===== config.mk =====
export PLATFORM = sky130hd
export DESIGN_NAME = ecc_fetch_injector
export DESIGN_NICKNAME = d
export VERILOG_FILES = /design/src/rtl/ecc_inj_pkg.sv /design/src/rtl/ecc_inj_datapath.sv /design/src/rtl/ecc_inj_control.sv /design/src/rtl/ecc_fetch_injector.sv
export SDC_FILE = /design/constraint.sdc
export NUM_CORES = 1
export LEC_CHECK = 0
export BUFFER_PORTS_ARGS = -buffer_cell sky130_fd_sc_hd__buf_4
export CAP_MARGIN = 20
export CELL_PAD_IN_SITES_DETAIL_PLACEMENT = 1
export CELL_PAD_IN_SITES_GLOBAL_PLACEMENT = 1
export CORE_MARGIN = 3
export CORE_UTILIZATION = 46
export DETAILED_ROUTE_END_ITERATION = 6
export PLACE_DENSITY_LB_ADDON = 0.1
export SLEW_MARGIN = 10
export SYNTH_ARGS = -nofsm -noshare
export SYNTH_HDL_FRONTEND = slang
export SYNTH_SLANG_ARGS = --single-unit
export TNS_END_PERCENT = 50

===== constraint.sdc =====
create_clock -name clk -period 4.15 [get_ports clk]
set_input_delay 0.6225 -clock clk [delete_from_list [all_inputs] [get_ports clk]]
set_output_delay 0.6225 -clock clk [all_outputs]
set_load 0.02 [all_outputs]

===== src/rtl/ecc_inj_pkg.sv =====
package ecc_inj_pkg;
  typedef struct packed {
    logic load;      // capture request, start remap division
    logic histPush;  // record the (block,row) pair of the held request
    logic selEcc;    // output mux selects the ECC read address
  } injStrobes_t;

  typedef enum logic [2:0] {
    ST_IDLE, ST_DIVIDE, ST_DECIDE, ST_SEND_ECC, ST_SEND_DATA
  } injState_t;
endpackage


===== src/rtl/ecc_inj_datapath.sv =====
module ecc_inj_datapath
  import ecc_inj_pkg::*;
#(
  parameter int BANKS      = 4,
  parameter int ROW_W      = 8,
  parameter int COL_W      = 11,
  parameter int LOG_SHIFT  = 8,
  parameter int DATA_COLS  = 1792,
  parameter int BLOCK_COLS = 512,
  parameter int ECC_STEP   = 32,
  parameter int HIST_DEPTH = 3,
  localparam int BANK_W    = $clog2(BANKS)
) (
  input  logic              clk,
  input  logic              rstN,
  input  injStrobes_t       st,
  input  logic [BANK_W-1:0] inBank,
  input  logic [ROW_W-1:0]  inRow,
  input  logic [COL_W-1:0]  inCol,
  input  logic              inWrite,
  output logic              divDone,
  output logic              hit,
  output logic [BANK_W-1:0] outBank,
  output logic [ROW_W-1:0]  outRow,
  output logic [COL_W-1:0]  outCol,
  output logic              outWrite
);
  localparam int IDX_W  = ((ROW_W + LOG_SHIFT) > COL_W ? (ROW_W + LOG_SHIFT) : COL_W) + 1;
  localparam int REM_W  = $clog2(DATA_COLS) + 1;
  localparam int CNT_W  = $clog2(IDX_W + 1);
  localparam int BLK_SH = $clog2(BLOCK_COLS);
  localparam int BLK_W  = COL_W - BLK_SH;

  logic [BANK_W-1:0] reqBank;
  logic [ROW_W-1:0]  reqRow;
  logic              reqWrite;
  logic [IDX_W-1:0]  idxShift, quo;
  logic [REM_W-1:0]  rem, trial;
  logic [CNT_W-1:0]  cnt;
  logic              busy, ge;

  assign trial = {rem[REM_W-2:0], idxShift[IDX_W-1]};
  assign ge    = trial >= REM_W'(DATA_COLS);

  // restoring divider by the constant data-column count, one quotient bit per cycle
  always_ff @(posedge clk or negedge rstN) begin
    if (!rstN) begin
      reqBank <= '0; reqRow <= '0; reqWrite <= 1'b0;
      idxShift <= '0; quo <= '0; rem <= '0; cnt <= '0; busy <= 1'b0;
    end else if (st.load) begin
      reqBank  <= inBank;
      reqRow   <= inRow;
      reqWrite <= inWrite;
      idxShift <= (IDX_W'(inRow) << LOG_SHIFT) + IDX_W'(inCol);
      quo      <= '0;
      rem      <= '0;
      cnt      <= CNT_W'(IDX_W);
      busy     <= 1'b1;
    end else if (busy) begin
      rem      <= ge ? trial - REM_W'(DATA_COLS) : trial;
      quo      <= {quo[IDX_W-2:0], ge};
      idxShift <= idxShift << 1;
      cnt      <= cnt - 1'b1;
      if (cnt == CNT_W'(1)) busy <= 1'b0;
    end
  end

  assign divDone = !busy;

  logic [ROW_W-1:0] newRow;
  logic [COL_W-1:0] newCol, eccCol;
  logic [BLK_W-1:0] blk;

  assign newRow = reqRow + ROW_W'(quo);
  assign newCol = COL_W'(rem);
  assign blk    = newCol[COL_W-1:BLK_SH];
  assign eccCol = COL_W'(DATA_COLS) + COL_W'(blk) * COL_W'(ECC_STEP);

  // per-bank shift-register history of (block,row) pairs
  logic [BANKS-1:0] bankHit;
  for (genvar b = 0; b < BANKS; b++) begin : gBank
    logic [HIST_DEPTH-1:0] hVal;
    logic [BLK_W-1:0]      hBlk [HIST_DEPTH];
    logic [ROW_W-1:0]      hRow [HIST_DEPTH];
    logic                  push;
    assign push = st.histPush && (reqBank == BANK_W'(b));

    always_ff @(posedge clk or negedge rstN) begin
      if (!rstN) begin
        hVal <= '0;
        for (int i = 0; i < HIST_DEPTH; i++) begin
          hBlk[i] <= '0;
          hRow[i] <= '0;
        end
      end else if (push) begin
        for (int i = HIST_DEPTH - 1; i > 0; i--) begin
          hVal[i] <= hVal[i-1];
          hBlk[i] <= hBlk[i-1];
          hRow[i] <= hRow[i-1];
        end
        hVal[0] <= 1'b1;
        hBlk[0] <= blk;
        hRow[0] <= newRow;
      end
    end

    always_comb begin
      bankHit[b] = 1'b0;
      for (int i = 0; i < HIST_DEPTH; i++)
        if (hVal[i] && hBlk[i] == blk && hRow[i] == newRow) bankHit[b] = 1'b1;
    end
  end

  assign hit      = bankHit[reqBank];
  assign outBank  = reqBank;
  assign outRow   = newRow;
  assign outCol   = st.selEcc ? eccCol : newCol;
  assign outWrite = st.selEcc ? 1'b0 : reqWrite;
endmodule


===== src/rtl/ecc_inj_control.sv =====
module ecc_inj_control
  import ecc_inj_pkg::*;
(
  input  logic        clk,
  input  logic        rstN,
  input  logic        inValid,
  input  logic        divDone,
  input  logic        hit,
  input  logic        outReady,
  output logic        inReady,
  output logic        outValid,
  output logic        outEcc,
  output injStrobes_t st
);
  injState_t state, nextState;

  always_ff @(posedge clk or negedge rstN) begin
    if (!rstN) state <= ST_IDLE;
    else       state <= nextState;
  end

  always_comb begin
    nextState   = state;
    st          = '0;
    inReady     = 1'b0;
    outValid    = 1'b0;
    outEcc      = 1'b0;
    unique case (state)
      ST_IDLE: begin
        inReady = 1'b1;
        if (inValid) begin
          st.load   = 1'b1;
          nextState = ST_DIVIDE;
        end
      end
      ST_DIVIDE: if (divDone) nextState = ST_DECIDE;
      ST_DECIDE: begin
        if (hit) nextState = ST_SEND_DATA;
        else begin
          st.histPush = 1'b1;
          nextState   = ST_SEND_ECC;
        end
      end
      ST_SEND_ECC: begin
        outValid  = 1'b1;
        outEcc    = 1'b1;
        st.selEcc = 1'b1;
        if (outReady) nextState = ST_SEND_DATA;
      end
      ST_SEND_DATA: begin
        outValid = 1'b1;
        if (outReady) nextState = ST_IDLE;
      end
      default: nextState = ST_IDLE;
    endcase
  end
endmodule


===== src/rtl/ecc_fetch_injector.sv =====
module ecc_fetch_injector
  import ecc_inj_pkg::*;
#(
  parameter int BANKS      = 4,
  parameter int ROW_W      = 8,
  parameter int COL_W      = 11,
  parameter int LOG_SHIFT  = 8,
  parameter int DATA_COLS  = 1792,
  parameter int BLOCK_COLS = 512,
  parameter int ECC_STEP   = 32,
  parameter int HIST_DEPTH = 3,
  localparam int BANK_W    = $clog2(BANKS)
) (
  input  logic              clk,
  input  logic              rstN,
  input  logic              inValid,
  output logic              inReady,
  input  logic [BANK_W-1:0] inBank,
  input  logic [ROW_W-1:0]  inRow,
  input  logic [COL_W-1:0]  inCol,
  input  logic              inWrite,
  output logic              outValid,
  input  logic              outReady,
  output logic [BANK_W-1:0] outBank,
  output logic [ROW_W-1:0]  outRow,
  output logic [COL_W-1:0]  outCol,
  output logic              outWrite,
  output logic              outEcc,
  input  logic              dsRespValid,
  input  logic              dsRespEcc,
  output logic              dsRespReady,
  output logic              upRespValid,
  input  logic              upRespReady
);
  injStrobes_t st;
  logic divDone, hit;

  ecc_inj_control uCtrl (
    .clk, .rstN, .inValid, .divDone, .hit, .outReady,
    .inReady, .outValid, .outEcc, .st
  );

  ecc_inj_datapath #(
    .BANKS(BANKS), .ROW_W(ROW_W), .COL_W(COL_W), .LOG_SHIFT(LOG_SHIFT),
    .DATA_COLS(DATA_COLS), .BLOCK_COLS(BLOCK_COLS), .ECC_STEP(ECC_STEP),
    .HIST_DEPTH(HIST_DEPTH)
  ) uData (
    .clk, .rstN, .st, .inBank, .inRow, .inCol, .inWrite,
    .divDone, .hit, .outBank, .outRow, .outCol, .outWrite
  );

  // internal ECC responses are consumed here; the rest pass through
  assign upRespValid = dsRespValid && !dsRespEcc;
  assign dsRespReady = dsRespEcc ? 1'b1 : upRespReady;
endmodule


# Word-level counts from Yosys, hierarchy flattened
# Cells that the tools add are included.
# classes
reduce_logical,35
n_lt_le_gt_ge,2
addsub,5
eq_ne,36
n_mux,42
# op_table
operator,n
$eq A8 B8 Y1,12
$mux W11,4
$mux W17,2
$logic_and A1 B1 Y1,29
$mux W1,25
$eq A2 B2 Y1,12
$add A16 B11 Y17,1
$mux W8,2
$mux W3,5
$pmux W3 S5,1
$ge A12 B11 Y1 const B,1
$sub A11 B11 Y11 const B,1
$add A9 B8 Y10 const A,1
$mux W5,2
$add A8 B8 Y8,1
$ne A2 B2 Y1 const B,4
$eq A3 B2 Y1 const B,2
$eq A5 B1 Y1 const B,1
$sub A5 B1 Y5 const B,1
$eq A2 B2 Y1 const B,2
$reduce_and A4 Y1,1
$eq A3 B1 Y1 const B,1
$eq A3 B3 Y1 const B,1
$logic_not A3 Y1,1
7 further kinds,7
# totals
output_inout_bits,27
reg_bits,188
inputBits,29
word_cells,157

# Logic depth before layout (Yosys ltp)
# Gate-level depths: netlist (run 1).
# logic_depth
depth_word,11
ltp_mapped,14

# Modules after synthesis
# A second synthesis (run 1) with hierarchy kept.
# unflattened
hier_cells,1035
hier_area_um2,10467.5
# by_module_without_submodules
mod,instances,seq_area_each_um2,area_each_um2,cells_each
ecc_inj_datapath,1,4629.4,10229.8,1009
ecc_inj_control,1,75.1,222.7,24
ecc_fetch_injector,1,0.0,15.0,2

# Worst setup path before layout (run 1)
# No wires, ideal clock.
# synth_path
kind,reg-to-reg
from,reg uData.quo[0]
to,reg uData.gBank[3].hBlk[1] (netlist name)
path_stages_with_launch,15
required_ns,4.022
arrival_time_ns,3.896
path_slack_ns,0.126
setup_time_ns,0.128
cell_sequence,dfrtp_1 > ha_1 > fa_1 > clkbuf_1 > buf_1 > xnor2_1 > nand2_1 > nor3_1 > nand4_1 > or4_1 > o221ai_1 > a22oi_1 > nand3b_4 > buf_4 > mux2_1
# synth_between
elab_chain_cells,11
elab_cells_between_ends,42
cone_classes,add/sub (1); eq/ne (12); mux (16); reduce/logical (13)
# synth_lines
item,line,source
from (decl),ecc_inj_datapath.sv:37,"logic [IDX_W-1:0] idxShift, quo;"
from (signal assigned),ecc_inj_datapath.sv:61,"quo <= {quo[IDX_W-2:0], ge};"
$add A8 B8 Y8 (*),ecc_inj_datapath.sv:74,assign newRow = reqRow + ROW_W'(quo);
named net outRow[1],ecc_fetch_injector.sv:25,"output logic [ROW_W-1:0] outRow,"
$eq A8 B8 Y1,ecc_inj_datapath.sv:110,if (hVal[i] && hBlk[i] == blk && hRow[i] == newRow) bankHit[b] = 1'b1;
$logic_and A1 B1 Y1,ecc_inj_datapath.sv:110,
$mux W1 (3 in a row),ecc_inj_datapath.sv:110,
$bmux W1 S2 (*),ecc_inj_datapath.sv:114,assign hit = bankHit[reqBank];
$mux W1 (not written as such) (*),ecc_inj_datapath.sv:114,
$mux W1 (*),ecc_inj_control.sv:38,if (hit) nextState = ST_SEND_DATA;
$mux W1 (*),ecc_inj_control.sv:28,unique case (state)
$logic_and A1 B1 Y1 (*),ecc_inj_datapath.sv:86,assign push = st.histPush && (reqBank == BANK_W'(b));
"to (signal, indexed assignment)",ecc_inj_datapath.sv:98,hBlk[i] <= hBlk[i-1];
to (decl),ecc_inj_datapath.sv:83,logic [BLK_W-1:0] hBlk [HIST_DEPTH];
# Mark *: on every way through the listed nets, which the timed path passes. The rest lies on a longest branch. The select of a mux whose other input is x is not followed.
# A chain may end at the register's enable or synchronous reset.

# Worst setup path in the final report (run 1)
# layout_path
from,reg uData.quo[0]
to,reg uData.gBank[2].hRow[12] (netlist name)
# layout_between
elab_chain_cells,11
elab_cells_between_ends,42
cone_classes,add/sub (1); eq/ne (12); mux (16); reduce/logical (13)
# layout_lines
item,line,source
$add A8 B8 Y8 (*),ecc_inj_datapath.sv:74,
$eq A8 B8 Y1,ecc_inj_datapath.sv:110,
$logic_and A1 B1 Y1,ecc_inj_datapath.sv:110,
$mux W1 (3 in a row),ecc_inj_datapath.sv:110,
$bmux W1 S2 (*),ecc_inj_datapath.sv:114,
$mux W1 (not written as such) (*),ecc_inj_datapath.sv:114,
$mux W1 (*),ecc_inj_control.sv:38,
$mux W1 (*),ecc_inj_control.sv:28,
$logic_and A1 B1 Y1 (*),ecc_inj_datapath.sv:86,
"to (signal, indexed assignment)",ecc_inj_datapath.sv:99,hRow[i] <= hRow[i-1];
to (decl),ecc_inj_datapath.sv:84,logic [ROW_W-1:0] hRow [HIST_DEPTH];
# Mark *: on every way between the ends. The rest lies on a longest branch, timed or not. The select of a mux whose other input is x is not followed.

==> flow_summary.toml, run 1 <==
[critical_path]
critPathRequiredTime_ns = 4.47
rr_startpoint = "uData.quo[0]$_DFFE_PN0P_"
r2r.worst_path.cells = 13
crit_path_max_fanout = 17
reg2reg_to = "uData.gBank[2].hRow[12]$_DFFE_PN0P_"
setup.reg_to_reg.worst_slack_ns = 0.13
worst_setup_path_start_kind = "flop"
timing.setup.critical_path_class = "reg -> reg"
worst-endpoint-arrival_ns = 4.34
timing.critical_path.to_type = "flop"

[yosys]
synth.avg_cell_area_um2 = 12.03
yosysUniqueCellTypes = 76
synth_cells = 858
ys_seq_area_share_pct = 45.56
post_synth_arst_share_pct = 100.0
yosys.area.top_type = "sky130_fd_sc_hd__dfrtp_1"
synth-seq-cells = 188
synth.cell_area_um2 = 10320
netlist_top_cells_area = "sky130_fd_sc_hd__dfrtp_1 (46%), sky130_fd_sc_hd__mux2_4 (8.3%), sky130_fd_sc_hd__xnor2_1 (5.7%)"
synth-edff-count = 0
top_cell_type_s_share_of_synthesized_area_pct = 45.56
synth_nets = 902
synthesis.yosys.warnings = 0
synth-main-ff-cell = "sky130_fd_sc_hd__dfrtp_1"

[floorplan]
core_region_area_um2 = 21960
ios = 56
die_x_um = 155.8
floorplan.initialDensity_pct = 47.02
floorplan.die_area_um2 = 24280
floorplan.rows = 54
die_h_um = 155.8

[clock_network]
worst_skew_pair.late_latency_ns = 0.44
h-tree-depth = 4
cts_tree = "yes"
cts.reportedPaths.clkPinSlew_ns = 0.07
clk_root_buffer_cell = "sky130_fd_sc_hd__clkbuf_16"
numCtsBuffers = 17
clock_tree.buffer_depth = 2
clock_sink_count = 188

[place]
hpwlAfterDp_um = 18830
dp_cells = 1193
port-buffer-count = 55
place_congestion = 0.8634
pre_cts_ws_ns = -0.2616

[cells_and_area]
final_layout_size_suffix_gt1_share_pct = 28.77
count_of_placed_standard_cells_in_the_final_layout_fillers_left_out = 1229
finish.utilization_pct = 54.68
antenna-diode-count = 0
design.final.nets = 980
flow.area_growth_from_synthesis_pct = 16.29

[global_route]
first_global_vias = 7410
overflow = 0
grt_use_total_pct = 21.73
grt_pass1_wl_um = 41510
antenna_found_initial = 0
grt_start_max_net_pins = 95

[timing]
fmax_mhz = 248.7
worst_case_headroom_to_the_max_slew_limit_pct = 45.39
worst-slew-pin-transition_ns = 0.8192
period_needed_ns = 4.021
layout_worst_path_cycle_share_pct = 96.89
timing.final.setup_violations = 0
whs_ns = 0.2362
drv_slew = 0
fin_skew_ns = 0.009973
post-route-worst-setup-slack_ns = 0.1290
final_hold_viol_count = 0

[detailed_routing]
detail_route.wirelength_um = 25600
drt-pass1-iter-count = 4
vias_per_cell = 5.520
drc_marker_count_from_the_first_detailed_route_iteration = 292
wl_per_cell_um = 20.83
vias = 6784
drcViolationCount = 0
postRouteAntennaNets = 0

[pwr]
power.static_leakage_nw = 5.867
vdd.ir_drop.worst_uv = 368.6
areal_power_density_over_the_cells_nw_per_um2 = 814.2
fin_total_pwr_mw = 9.776

[run]
cap_viol_max_count = 0

[min_path]
hold_class = "in -> async"

[outcome]
status = "complete, no violations"
## what timing repair did
action,4_1_cts,5_1_grt
gates cloned,0,0
pin swaps,2,6
buffers inserted,0,3
gates resized for setup,3,14
setup endpoints to repair,129,130
hold buffers,0,0
## layout make-up
| cell class | instances | area (µm²) |
|---|---|---|
| sequential | 188 | 4706 |
| fill | 2260 | 9952 |
| timing repair buffer | 107 | 934.6 |
| tap | 280 | 350.3 |
| clock inverter | 15 | 151.4 |
| multi-input combinational | 601 | 5360 |
| clock buffer | 17 | 425.4 |
| inverter | 21 | 78.83 |
## where the power goes
part	internal, mW	switching (mW)	leakage (nW)	total (mW)
sequential	2.32	0.509	2.53	2.83
combinational	2.45	2.89	3.07	5.35
clock	0.800	0.794	0.270	1.59
## worst max path at each step
stage,startpoint,endpoint,slack (ns)
after floorplan,uData.quo[0]$_DFFE_PN0P_,uData.gBank[3].hBlk[1]$_DFFE_PN0P_,0.13
after global placement,uData.quo[0]$_DFFE_PN0P_,uData.gBank[2].hRow[5]$_DFFE_PN0P_,-0.22
after detailed placement,uData.quo[0]$_DFFE_PN0P_,uData.gBank[2].hRow[20]$_DFFE_PN0P_,-0.26
after CTS,uData.quo[0]$_DFFE_PN0P_,uData.gBank[3].hRow[18]$_DFFE_PN0P_,0.02
after global routing,uData.quo[0]$_DFFE_PN0P_,uData.gBank[3].hRow[18]$_DFFE_PN0P_,-0.002
final,uData.quo[0]$_DFFE_PN0P_,uData.gBank[2].hRow[12]$_DFFE_PN0P_,0.13
## stage by stage
stage | TNS [ns] | area [µm²]
floorplan | 0 | 10320
global placement | -15.69 | 11310
detailed placement | -20.70 | 11310
CTS | 0 | 11890
global route | -0.001505 | 12010
finish | 0 | 12010
## cells by family (layout without fill, tap and decap cells)
family	Yosys count	count (layout)	share of synthesized area, %
AO/OA/AOI/OAI	91	91	6.605
XOR/XNOR	131	131	13.26
adder cells (fa/ha/maj)	15	15	1.963
buffers and inverters	69	160	3.296
flip-flops	188	188	45.56
multiplexers	162	162	19.30
AND/OR/NAND/NOR	202	202	10.01
## routing by layer
layer  GRT usage [%]  part of all wire, %  vias to the layer above  wire length [µm]
li1                -                    -                     3149                 -
met1           29.15                   46                     3453             11730
met2           35.81                   48                      142             12340
met3           3.634                  3.4                       40               864
met4           7.696                  2.6                        0               665
met5               0                    0                        -                 0
## sequential cells by signal, indices dropped and copies added, names as in the netlist
| signal | cells |
|---|---|
| uData.reqRow | 8 |
| uData.gBank.hBlk | 24 |
| uData.gBank.hRow | 96 |
| uData.rem | 11 |
| uData.idxShift | 17 |
| uData.gBank.hVal | 12 |
| uData.busy | 1 |
| uCtrl.state | 3 |
| uData.quo | 8 |
| uData.outBank | 2 |
| uData.cnt | 5 |
| uData.reqWrite | 1 |
## cell usage after synthesis, types with 4 or more instances
master                      instances
sky130_fd_sc_hd__inv_1             20
sky130_fd_sc_hd__nand3_1           16
sky130_fd_sc_hd__nor4_1             5
sky130_fd_sc_hd__xnor2_1           67
sky130_fd_sc_hd__xor2_1            47
sky130_fd_sc_hd__and3_1             4
sky130_fd_sc_hd__nand4_1           11
sky130_fd_sc_hd__nand2b_1           9
sky130_fd_sc_hd__buf_2              8
sky130_fd_sc_hd__mux2_1            28
sky130_fd_sc_hd__clkbuf_1          21
sky130_fd_sc_hd__a211oi_1           7
sky130_fd_sc_hd__xnor3_1           12
sky130_fd_sc_hd__a2111oi_0          6
sky130_fd_sc_hd__nor3_1            13
sky130_fd_sc_hd__nor2b_1            5
sky130_fd_sc_hd__ha_1              13
sky130_fd_sc_hd__mux2i_1           36
sky130_fd_sc_hd__buf_1              8
sky130_fd_sc_hd__nor2_1            32
sky130_fd_sc_hd__mux2_2            41
sky130_fd_sc_hd__dfrtp_1          188
sky130_fd_sc_hd__buf_6              8
sky130_fd_sc_hd__o21ai_0           23
sky130_fd_sc_hd__mux2_4            57
sky130_fd_sc_hd__and2_1             8
sky130_fd_sc_hd__a21oi_1           14
sky130_fd_sc_hd__nand2_1           74
## cell usage in the layout (no fill, tap or decap), types with 5 or more instances in the layout
cell and instances:
sky130_fd_sc_hd__xnor2_1 66, sky130_fd_sc_hd__nor2_1 32, sky130_fd_sc_hd__mux2_2 41, sky130_fd_sc_hd__nand4_1 11, sky130_fd_sc_hd__mux2i_1 36, sky130_fd_sc_hd__a211oi_1 6
sky130_fd_sc_hd__xnor3_1 12, sky130_fd_sc_hd__mux2_4 57, sky130_fd_sc_hd__xor2_1 47, sky130_fd_sc_hd__nand2b_1 9, sky130_fd_sc_hd__o21ai_0 23, sky130_fd_sc_hd__and2_1 7
sky130_fd_sc_hd__a21oi_1 13, sky130_fd_sc_hd__mux2_1 28, sky130_fd_sc_hd__buf_4 96, sky130_fd_sc_hd__ha_1 13, sky130_fd_sc_hd__nor2b_1 5, sky130_fd_sc_hd__nor4_1 5
sky130_fd_sc_hd__nand3_1 16, sky130_fd_sc_hd__dfrtp_1 187, sky130_fd_sc_hd__inv_1 20, sky130_fd_sc_hd__nor3_1 12, sky130_fd_sc_hd__clkbuf_16 17, sky130_fd_sc_hd__nand2_1 73
sky130_fd_sc_hd__buf_12 10
## critical path, cell delays in order, from the launching register on
cell and delay (ns):
sky130_fd_sc_hd__dfrtp_1 0.40, sky130_fd_sc_hd__ha_1 0.26, sky130_fd_sc_hd__fa_2 0.45, sky130_fd_sc_hd__xor2_2 0.20, sky130_fd_sc_hd__buf_12 0.18, sky130_fd_sc_hd__xor2_1 0.16
sky130_fd_sc_hd__nor4_1 0.30, sky130_fd_sc_hd__nand4_1 0.19, sky130_fd_sc_hd__a211oi_1 0.43, sky130_fd_sc_hd__nand4_1 0.25, sky130_fd_sc_hd__o31ai_4 0.46, sky130_fd_sc_hd__nor3_4 0.11
sky130_fd_sc_hd__buf_12 0.18, sky130_fd_sc_hd__mux2_4 0.30
No activity file was read; power rests on OpenSTA's default activity.
==> run 2: changes to the inputs <==
Settings changed: CTS_BUF_LIST from default to sky130_fd_sc_hd__clkbuf_4 sky130_fd_sc_hd__clkbuf_8 sky130_fd_sc_hd__clkbuf_16, REMOVE_ABC_BUFFERS from default to 1.
==> flow_summary.toml, run 2 (same netlist as run 1, synthesis figures left out) <==
[critical_path]
rr_startpoint = "uData.quo[0]$_DFFE_PN0P_"
timing.critical_path.to_type = "flop"
critPathRequiredTime_ns = 4.47
timing.critical_path.from = "uData.quo[0]$_DFFE_PN0P_"
crit_path_max_fanout = 18
reg2reg_to = "uData.gBank[1].hRow[5]$_DFFE_PN0P_"
worst_setup_path_start_kind = "flop"
worst-endpoint-arrival_ns = 4.33
r2r.worst_path.cells = 15
setup.reg_to_reg.worst_slack_ns = 0.14
endpoint = "uData.gBank[1].hRow[5]$_DFFE_PN0P_"
timing.setup.critical_path_class = "reg -> reg"

[detailed_routing]
vias_per_cell = 5.492
drcViolationCount = 0
drc_marker_count_from_the_first_detailed_route_iteration = 326
postRouteAntennaNets = 0
drt-pass1-iter-count = 4
detail_route.wirelength_um = 25410
vias = 6794
wl_per_cell_um = 20.54

[pwr]
vdd.ir_drop.worst_uv = 320.9
power.static_leakage_nw = 5.966
areal_power_density_over_the_cells_nw_per_um2 = 813.3

[cells_and_area]
final_cell_mix = "sky130_fd_sc_hd__dfrtp_1 (187), sky130_fd_sc_hd__buf_4 (101), sky130_fd_sc_hd__nand2_1 (74)"
largest_register_ff_count = 96
largestRegisters = "uData.gBank.hRow x96, uData.gBank.hBlk x24, uData.idxShift x17"
antenna-diode-count = 0
final_layout_size_suffix_gt1_share_pct = 29.47
design.final.nets = 988
layout_commonest_cell = "sky130_fd_sc_hd__dfrtp_1"
flow.area_growth_from_synthesis_pct = 17.52
count_of_placed_standard_cells_in_the_final_layout_fillers_left_out = 1237
max_flop_register = "uData.gBank.hRow"
fill_cells = 2255

[floorplan]
floorplan.die_area_um2 = 24280
floorplan.initialDensity_pct = 47.02
floorplan.rows = 54
ios = 56
die_h_um = 155.8
die_x_um = 155.8
core_region_area_um2 = 21960

[clock_network]
clk_root_buffer_cell = "sky130_fd_sc_hd__clkbuf_16"
clock_tree.buffer_depth = 2
h-tree-depth = 4
clock_sink_count = 188
numCtsBuffers = 17
worst_skew_pair.late_latency_ns = 0.44
cts.hold.buffers_added = 0
cts_tree = "yes"
cts.reportedPaths.clkPinSlew_ns = 0.07

[timing]
fin_skew_ns = 0.01513
timing.final.setup_violations = 0
final_hold_viol_count = 0
layout_worst_path_cycle_share_pct = 96.68
worst_case_headroom_to_the_max_slew_limit_pct = 44.20
period_needed_ns = 4.012
drv_slew = 0
fmax_mhz = 249.2
finalSetupTns_ns = 0
worst-slew-pin-transition_ns = 0.8370

[global_route]
grt_start_max_net_pins = 102
first_global_vias = 7616
grt_pass1_wl_um = 41570
overflow = 0
antenna_found_initial = 0
grt_use_total_pct = 21.79

[place]
dp_cells = 1201
port-buffer-count = 55
place_congestion = 0.8536
hpwlAfterDp_um = 18300

[outcome]
status = "complete, no violations"

[run]
cap_viol_max_count = 0

[min_path]
hold_class = "in -> async"
run 2: cell types whose count changed in the layout (fill, tap and decap cells not counted), sizes merged:
| cell | change |
|---|---|
| bufinv | +2 |
| clkinv | -2 |
| buf | +8 |
| clkinvlp | -4 |
| inv | +1 |
| clkbuf | +3 |
run 2: stage by stage:
stage	utilization, %	setup WS (ns)	power, mW	instance area, µm²	hold WS (ns)
finish	55.26	0.1378	9.869	12130	0.2750
global route	55.26	-0.009347	10.51	12130	0.3241
CTS	54.89	0.008296	9.914	12050	0.3012
detailed placement	51.89	-0.07598	8.091	11390	0.4602
global placement	51.79	0.01284	7.906	11370	0.4524
floorplan	-	-1.069	6.118	10060	0.3269
run 2: how the worst min path moves through the flow:
stage                                                     end  depth (start not counted)                       start  slack [ns]
after floorplan                    uCtrl.state[0]$_DFFE_PN0P_                          0                        rstN        0.33
after global placement             uData.reqWrite$_DFFE_PN0P_                          2  uData.reqWrite$_DFFE_PN0P_        0.45
after detailed placement           uData.reqWrite$_DFFE_PN0P_                          2  uData.reqWrite$_DFFE_PN0P_        0.46
after CTS                  uData.gBank[2].hRow[8]$_DFFE_PN0P_                          1                        rstN        0.30
after global routing      uData.gBank[2].hRow[16]$_DFFE_PN0P_                          1                        rstN        0.32
final                     uData.gBank[2].hRow[16]$_DFFE_PN0P_                          1                        rstN        0.27
run 2: area by class of cell:
cell class                 instances  area (µm²)  area share [%]
sequential                       188        4706           38.78
multi-input combinational        601        5360           44.17
tap                              280       350.3           2.887
clock inverter                    12       146.4           1.206
timing repair buffer             115        1032           8.507
clock buffer                      20       460.4           3.795
inverter                          21       78.83          0.6496
run 2: where the power goes:
part	internal, mW	switching [mW]	leakage, nW
registers	2.32	0.499	2.53
logic	2.49	2.85	3.13
clock network	0.946	0.766	0.303
total	5.76	4.11	5.97
run 2: worst max-delay path: stages (launching register included):
cell	delay [ns]
sky130_fd_sc_hd__dfrtp_1	0.39
sky130_fd_sc_hd__ha_1	0.24
sky130_fd_sc_hd__fa_2	0.40
sky130_fd_sc_hd__xor2_2	0.20
sky130_fd_sc_hd__buf_12	0.18
sky130_fd_sc_hd__xor2_1	0.16
sky130_fd_sc_hd__nor4_1	0.25
sky130_fd_sc_hd__nand4_1	0.27
sky130_fd_sc_hd__a211oi_2	0.33
sky130_fd_sc_hd__nand4_1	0.28
sky130_fd_sc_hd__o31ai_4	0.34
sky130_fd_sc_hd__buf_4	0.17
sky130_fd_sc_hd__nor4_4	0.04
sky130_fd_sc_hd__buf_4	0.16
sky130_fd_sc_hd__buf_12	0.16
sky130_fd_sc_hd__mux2_4	0.30
run 2: timing repair:
item | in CTS | in global routing
endpoints found under the setup margin | 107 | 124
pin swaps | 1 | 7
buffers inserted | 1 | 2
resized for setup | 7 | 9
run 2: routing by layer:
layer / vias up / wire (µm) / track usage [%]
met2: 114 / 12870 / 37.55
met4: 0 / 672 / 7.401
met1: 3485 / 11120 / 27.60
met5: - / 0 / 0
li1: 3156 / - / -
met3: 39 / 744 / 4.133
